[src/rtl/segcnt_pkg.sv]
package segcnt_pkg;

    typedef enum logic {
        ST_IDLE = 1'b0,
        ST_RUN  = 1'b1
    } ctl_state_e;

    // width of segment k: low segment, middle segments, remainder on top
    function automatic int seg_width(input int k, input int nseg, input int low_w,
                                     input int mid_w, input int total_w);
        if (k == 0) return low_w;
        if (k == nseg - 1) return total_w - low_w - (nseg - 2) * mid_w;
        return mid_w;
    endfunction

    // bit offset of segment k inside the full count
    function automatic int seg_offset(input int k, input int low_w, input int mid_w);
        if (k == 0) return 0;
        return low_w + (k - 1) * mid_w;
    endfunction

endpackage

[src/rtl/segcnt_seg.sv]
module segcnt_seg #(
    parameter int W = 8
) (
    input  logic         clk,
    input  logic         rst,
    input  logic         en,
    input  logic         adv,
    output logic [W-1:0] val,
    output logic         wrap
);
    typedef struct packed {
        logic [W-1:0] val;
        logic         wrap;
    } seg_t;

    seg_t r_q, r_d;

    always_comb begin
        r_d      = r_q;
        r_d.wrap = 1'b0;
        if (en && adv) begin
            r_d.val  = r_q.val + W'(1);
            r_d.wrap = &r_q.val;
        end
    end

    always_ff @(posedge clk) begin
        if (rst) r_q <= '0;
        else     r_q <= r_d;
    end

    assign val  = r_q.val;
    assign wrap = r_q.wrap;
endmodule

[src/rtl/segcnt_carry.sv]
module segcnt_carry
    import segcnt_pkg::*;
#(
    parameter int TOTAL_W = 32,
    parameter int LOW_W   = 4,
    parameter int MID_W   = 8,
    parameter int NSEG    = 5,
    parameter int LW      = 28
) (
    input  logic            clk,
    input  logic            rst,
    input  logic            en,
    input  logic [LW-1:0]   lower,
    output logic [NSEG-1:0] adv
);
    // hit[k]: segment k is at the value that precedes an outgoing carry
    logic [NSEG-2:0] hit;

    for (genvar k = 0; k < NSEG - 1; k++) begin : g_hit
        localparam int W   = seg_width(k, NSEG, LOW_W, MID_W, TOTAL_W);
        localparam int OFF = seg_offset(k, LOW_W, MID_W);
        if (k == 0) begin : g_low
            // low segment one short of all ones: it becomes all ones at this edge
            assign hit[k] = (lower[OFF +: W] == {{(W-1){1'b1}}, 1'b0});
        end else begin : g_mid
            // a middle segment cannot move at an edge where its own carry is set
            assign hit[k] = &lower[OFF +: W];
        end
    end

    logic [NSEG-1:1] carry_q, carry_d;

    always_comb begin
        logic look;
        look    = 1'b1;
        carry_d = carry_q;
        for (int k = 0; k < NSEG - 1; k++) begin
            look = look & hit[k];
            if (en) carry_d[k+1] = look;
        end
    end

    always_ff @(posedge clk) begin
        if (rst) carry_q <= '0;
        else     carry_q <= carry_d;
    end

    assign adv = {carry_q, 1'b1};
endmodule

[src/rtl/segcnt_evt.sv]
module segcnt_evt
    import segcnt_pkg::*;
#(
    parameter int EVT_W      = 6,
    parameter int EVT_TARGET = 60
) (
    input  logic             clk,
    input  logic             rst,
    input  logic             en,
    input  logic             start,
    output logic             early,
    output logic             run,
    output logic [EVT_W-1:0] evt
);
    localparam logic [EVT_W-1:0] EARLY_VAL = EVT_W'(EVT_TARGET - 1);

    typedef struct packed {
        ctl_state_e       state;
        logic [EVT_W-1:0] evt;
        logic             early;
    } ctl_t;

    ctl_t r_q, r_d;

    always_comb begin
        r_d = r_q;
        case (r_q.state)
            ST_IDLE: begin
                if (start) begin
                    r_d.state = ST_RUN;
                    r_d.evt   = '0;
                    r_d.early = 1'b0;
                end
            end
            ST_RUN: begin
                if (r_q.early) begin
                    r_d.state = ST_IDLE;
                    r_d.early = 1'b0;
                end else if (en) begin
                    r_d.evt   = r_q.evt + EVT_W'(1);
                    r_d.early = (r_q.evt == EARLY_VAL);
                end
            end
            default: r_d.state = ST_IDLE;
        endcase
    end

    always_ff @(posedge clk) begin
        if (rst) r_q <= '{state: ST_IDLE, evt: '0, early: 1'b0};
        else     r_q <= r_d;
    end

    assign early = r_q.early;
    assign run   = (r_q.state == ST_RUN);
    assign evt   = r_q.evt;
endmodule

[src/rtl/segcnt_top.sv]
module segcnt_top
    import segcnt_pkg::*;
#(
    parameter int TOTAL_W    = 32,
    parameter int LOW_W      = 4,
    parameter int MID_W      = 8,
    parameter int EVT_W      = 6,
    parameter int EVT_TARGET = 60,
    localparam int NSEG      = (TOTAL_W - LOW_W - 1) / MID_W + 2
) (
    input  logic               clk,
    input  logic               rst,
    input  logic               cnt_en,
    input  logic               start,
    output logic [TOTAL_W-1:0] count,
    output logic [NSEG-1:0]    seg_wrap,
    output logic               evt_early,
    output logic               run,
    output logic [EVT_W-1:0]   evt_count
);
    localparam int TOP_W = seg_width(NSEG - 1, NSEG, LOW_W, MID_W, TOTAL_W);
    localparam int LW    = TOTAL_W - TOP_W;

    logic [NSEG-1:0] adv;

    segcnt_carry #(
        .TOTAL_W(TOTAL_W), .LOW_W(LOW_W), .MID_W(MID_W), .NSEG(NSEG), .LW(LW)
    ) u_carry (
        .clk   (clk),
        .rst   (rst),
        .en    (cnt_en),
        .lower (count[LW-1:0]),
        .adv   (adv)
    );

    for (genvar k = 0; k < NSEG; k++) begin : g_seg
        localparam int W   = seg_width(k, NSEG, LOW_W, MID_W, TOTAL_W);
        localparam int OFF = seg_offset(k, LOW_W, MID_W);
        segcnt_seg #(.W(W)) u_seg (
            .clk  (clk),
            .rst  (rst),
            .en   (cnt_en),
            .adv  (adv[k]),
            .val  (count[OFF +: W]),
            .wrap (seg_wrap[k])
        );
    end

    segcnt_evt #(.EVT_W(EVT_W), .EVT_TARGET(EVT_TARGET)) u_evt (
        .clk   (clk),
        .rst   (rst),
        .en    (cnt_en),
        .start (start),
        .early (evt_early),
        .run   (run),
        .evt   (evt_count)
    );
endmodule

[config.mk]
export PLATFORM = sky130hd
export DESIGN_NAME = segcnt_top
export DESIGN_NICKNAME = d
export VERILOG_FILES = /design/src/rtl/segcnt_pkg.sv /design/src/rtl/segcnt_seg.sv /design/src/rtl/segcnt_carry.sv /design/src/rtl/segcnt_evt.sv /design/src/rtl/segcnt_top.sv
export SDC_FILE = /design/constraint.sdc
export NUM_CORES = 1
export LEC_CHECK = 0
export ABC_AREA = 1
export BUFFER_PORTS_ARGS = -buffer_cell sky130_fd_sc_hd__buf_2
export CAP_MARGIN = 20
export CORE_ASPECT_RATIO = 1.1
export CORE_UTILIZATION = 31
export CTS_BUF_LIST = sky130_fd_sc_hd__clkbuf_2 sky130_fd_sc_hd__clkbuf_4 sky130_fd_sc_hd__clkbuf_8
export DETAILED_ROUTE_END_ITERATION = 8
export PLACE_DENSITY = 0.55
export SYNTH_ARGS = -nofsm -noshare
export SYNTH_HDL_FRONTEND = slang
export SYNTH_SLANG_ARGS = --single-unit
[constraint.sdc]
create_clock -name clk -period 1.6 [get_ports clk]
set_input_delay 0 -clock clk [delete_from_list [all_inputs] [get_ports clk]]
set_output_delay 0 -clock clk [all_outputs]
set_load 0.005 [all_outputs]
# [After elaboration in Yosys (flattened, before gate mapping)]
# Index checks and enable logic that the tools add are counted.
[word_totals] rom_bits=0 latchBits=0 ff_bits=49 memories=0 ram_bits=0
[classes] n_mul=0 n_eq_ne=5 n_div=0 shifts=0 muxes=6 addsub=6 n_lt_le_gt_ge=0 reduce_logical=15 n_bitwise=9
[op_table] cell="$add A8 B1 Y8 const B" count=3
[op_table] cell="$reduce_and A8 Y1" count=3
[op_table] cell="$pmux W8 S2" count=1
[op_table] cell="$reduce_or A2 Y1" count=5
[op_table] cell="$add A4 B1 Y4 const B" count=2
[op_table] cell="$mux W8" count=1
[op_table] cell="$reduce_and A4 Y1" count=2
[op_table] cell="$mux W7" count=1
[op_table] cell="$add A6 B1 Y6 const B" count=1
[op_table] cell="$eq A6 B6 Y1 const B" count=1
[op_table] cell="$mux W6" count=1
[op_table] cell="$ne A2 B2 Y1 const B" count=3
[op_table] cell="$not A1 Y1" count=6
[op_table] cell="$eq A4 B4 Y1 const B" count=1
[op_table] cell="$logic_and A1 B1 Y1" count=4
[op_table] cell="$and A1 B1 Y1" count=3
[op_table] cell="$reduce_and A3 Y1" count=1
[op_table] cell="$mux W1" count=2

# [Depth between registers and ports, before layout]
[depth] word_depth=4 mapped_depth=7

# [Modules after synthesis]
# From an unflattened synthesis, not the netlist that was laid out.
[hier_totals] hier_cells=351 area_unflattened_um2=2371.0
[modules_own_cells] module="segcnt_seg at g_seg[1].u_seg ..." instances=3 seq_area_each_um2=180.2 area_each_um2=430.4 cells_per_inst=63
[modules_own_cells] module="segcnt_seg at g_seg[0].u_seg ..." instances=2 seq_area_each_um2=100.1 area_each_um2=216.5 cells_per_inst=30
[modules_own_cells] module="segcnt_evt" instances=1 seq_area_each_um2=160.2 area_each_um2=400.4 cells_per_inst=62
[modules_own_cells] module="segcnt_carry" instances=1 seq_area_each_um2=80.1 area_each_um2=246.5 cells_per_inst=40

# [Worst setup path after synthesis]
# Ideal clock, no wire load.
[synth_timing] path_type="reg-to-reg" from="reg g_seg[2].u_seg.r_q, in the netlist g_seg[2].u_seg.val[0]" to="reg u_carry.carry_q[3] (netlist name)" slack_ps=478 arrival_ps=1052 path_stages_with_launch=6 synth_period_minus_slack_ps=1122 path_buffers=0 setup_ps=71 path_cell_list="dfxtp_1 ha_1 nand3_1 nor3_1 nand2_1 a21oi_1"
[synth_via] elab_chain_len=2
[synth_rtl] item="start, declared" line="segcnt_seg.sv:16" text="seg_t r_q, r_d;"
[synth_rtl] item="start signal, assigned" line="segcnt_seg.sv:29" text="else r_q <= r_d;"
[synth_rtl] item="$reduce_and A8 Y1" line="segcnt_carry.sv:27" text="assign hit[k] = &lower[OFF +: W];"
[synth_rtl] item="$and A1 B1 Y1" line="segcnt_carry.sv:38" text="look = look & hit[k];"
[synth_rtl] item="end signal, assigned" line="segcnt_carry.sv:45" text="else carry_q <= carry_d;"
[synth_rtl] item="end, declared" line="segcnt_carry.sv:31" text="logic [NSEG-1:1] carry_q, carry_d;"
# Every way passes these cells.
# A chain may end at the register's enable or synchronous reset.

# [Final worst setup path]
# Same ends and word-level chain as after synthesis.

==> impl_metrics.tcl <==
set metrics [dict create \
    antennaDiodeCount 0 \
    clk_pin_slew_ns 0.08 \
    wl_mm 4.82 \
    ys_ff_latch 49 \
    fin_nets 376 \
    hp-class "input port to flop" \
    synth_cell_type_count 26 \
    grt_pass1_wl_mm 8.23 \
    cts_sinks 49 \
    final_area_mm2 0.00266 \
    ios 49 \
    first_pass_iters 4 \
    synth-seq-area-share_pct 43.5 \
    cts_made_buffers 5 \
    cp.arrival_ns 1.46 \
    leakagePower_nw 1.24 \
    grt_max_degree 18 \
    grt_pass1_vias 1895 \
    multi_input_area_mm2 0.00103 \
    rrSetupSlack_ns 0.37 \
    n_fill_cell 791 \
    slowest_delay_ns 0.38 \
    p_int_mw 1.62 \
    drc 0 \
    cts_hold_buf 1 \
    insertion_delay_ns 0.29 \
    finalSetupViolCount 0 \
    final-seq-area_um2 981 \
    max_freq_ghz 0.810 \
    syn-cell-area_mm2 0.00226 \
    start_kind "flop" \
    gr-total-overflow 0 \
    synth_area_per_cell_um2 7.12 \
    cpMaxStageDelayCell "dfxtp_1" \
    place.gp.congestion 0.816 \
    crit_path_cell_trace "ha_1, nand3_1, nor3_1, nand2_1, a21oi_1" \
    die_x_um 83.4 \
    drive_gt1_share_pct 18.3 \
    io_buffers 48 \
    vias 2035 \
    place_ws_ns 0.368 \
    p_switching_mw 0.462 \
    coreArea_mm2 0.00705 \
    rows 32 \
    fin_ws_ns 0.365 \
    syn_nets 328 \
    p_seq_share_pct 59.4 \
    drt_iter0_markers 114 \
    comb_power_share_pct 4.6 \
    tightestPinTransition_ns 0.371 \
    placed_area_mm2 0.00255 \
    switching_share_pct 22.2 \
    start_util_pct 32.0 \
    utilization_pct 37.7 \
    power_frac_clock_pct 36.0 \
    cts-root-buf "clkbuf_8" \
    end_kind "flop" \
    power_mw 2.09 \
    ant_nets 0 \
    setup_tns_ns 0 \
    fp.dieH_um 91.5 \
    avgViaCountPerCell 4.51 \
    syn_inst 317 \
    cts_tree "yes" \
    antenna_found_initial 0 \
    status "finished, final reports clean" \
    slew_headroom_pct 75.2 \
    routedWlPerCell_um 10.7 \
    power_density_mw_per_mm2 786 \
    peakVddDrop_uv 367 \
    cts.path.max_buffers 2 \
    skew_ns 0.00467 \
    hold_violations 0 \
    layout_min_cycle_time_ns 1.23 \
    track_usage_pct 13.3 \
    areaGrowthSynthToFinish_pct 17.6 \
    cts_resized 0 \
    required_ns 1.83 \
    htreeDepth 2 \
    post-cts-setup-buffers 0 \
    finalCritPeriodShare_pct 77.2 \
    cap_violations 0 \
    maxSlewViolCount 0 \
    die_area_mm2 0.00763 \
    crit_fanout 4 \
    ys_warn_count 0 \
    setup.worst_path.class "flop to flop" \
    dp_hpwl_mm 3.58 \
    rsz0062_at_grt "no" \
]
## critical path, delay by kind of cell, from the launching register on
family	cells	cell delay, ns
and+or+nand+nor	3	0.46
DFF	1	0.38
adders and majority gates	1	0.22
AOI/OAI and AO/OA	1	0.11
## state kept, by name, indices dropped and copies added (netlist names)
| register | flops |
|---|---|
| g_seg.u_seg.val | 32 |
| u_evt.evt | 6 |
| g_seg.u_seg.wrap | 5 |
| u_evt.early | 1 |
| u_evt.run | 1 |
| u_carry.carry_q | 4 |
## kinds of logic (layout without fill, tap and decap cells)
group                    Yosys count  after routing  synth area share (%)
AO/OA/AOI/OAI                     35             35                  7.98
AND/OR/NAND/NOR                  168            168                  33.2
buffers and inverters             56            105                  10.7
adder cells (fa/ha/maj)            7              7                  3.88
XOR/XNOR                           2              2                 0.776
flip-flops                        49             49                  43.5
## power by group through the flow
stage | registers, mW | clock network, mW | logic, mW
after floorplan | 1.27 | 0 | 0.0653
after global placement | 1.27 | 0 | 0.0964
after detailed placement | 1.27 | 0 | 0.0967
after CTS | 1.24 | 0.796 | 0.0990
after global routing | 1.24 | 0.849 | 0.113
final | 1.24 | 0.751 | 0.0968
## layout by cell type, fill, tap and decap left out, types with 2 or more instances in the layout
master,count
and3_1,2
buf_4,3
clkbuf_4,3
ha_1,7
nor2_4,3
a21oi_1,20
dfxtp_1,49
o21ai_0,13
nand2_1,66
nor3_1,10
nand3_1,18
inv_1,45
xor2_1,2
nand4_1,9
buf_2,48
clkbuf_8,5
nor2_1,53
## cell usage after synthesis (all sizes together)
| master | instances | area (um2) |
|---|---|---|
| nand4 | 10 | 68.8 |
| nor2 | 57 | 239 |
| inv | 45 | 169 |
| nand3 | 19 | 100 |
| a211oi | 1 | 7.51 |
| buf | 11 | 72.6 |
| nor3 | 10 | 50.1 |
| a21oi | 20 | 100 |
| nor4 | 1 | 6.26 |
| nand2 | 68 | 265 |
| and3 | 2 | 12.5 |
| nor3b | 1 | 7.51 |
| ha | 7 | 87.6 |
| xor2 | 2 | 17.5 |
| dfxtp | 49 | 981 |
| o21ai | 13 | 65.1 |
| o21bai | 1 | 7.51 |
## final cells by class
type,instances,area share (%)
inverters,45,6.36
repair buffers,52,10.3
flip-flops and latches,49,36.9
clock buffers,8,3.44
multi-input cells,212,39.0
well taps,85,4.01
## per-layer routing
metal	routed length (um)	vias up	global-route usage [%]
li1	-	1104	-
met1	2300	891	15.8
met2	2250	34	22.5
met3	196	6	3.55
met4	75	0	5.46
met5	0	-	0
## metrics by stage
| stage | hold slack, ns | instances |
|---|---|---|
| finish | 0.0984 | 451 |
| global route | 0.105 | 451 |
| CTS | 0.0973 | 451 |
| detailed placement | 0.297 | 442 |
| global placement | 0.291 | 442 |
| floorplan | 0.175 | 317 |
## worst paths after layout
path | depth (start not counted) | from | endpoint
max | 5 | g_seg[2].u_seg.val[0] | u_carry.carry_q[3]
max reg2reg | 5 | g_seg[2].u_seg.val[0] | u_carry.carry_q[3]
min reg2reg | 2 | u_carry.carry_q[3] | u_carry.carry_q[3]
min | 2 | cnt_en | g_seg[0].u_seg.val[0]
Note: power is estimated with default switching activity, not from simulation.
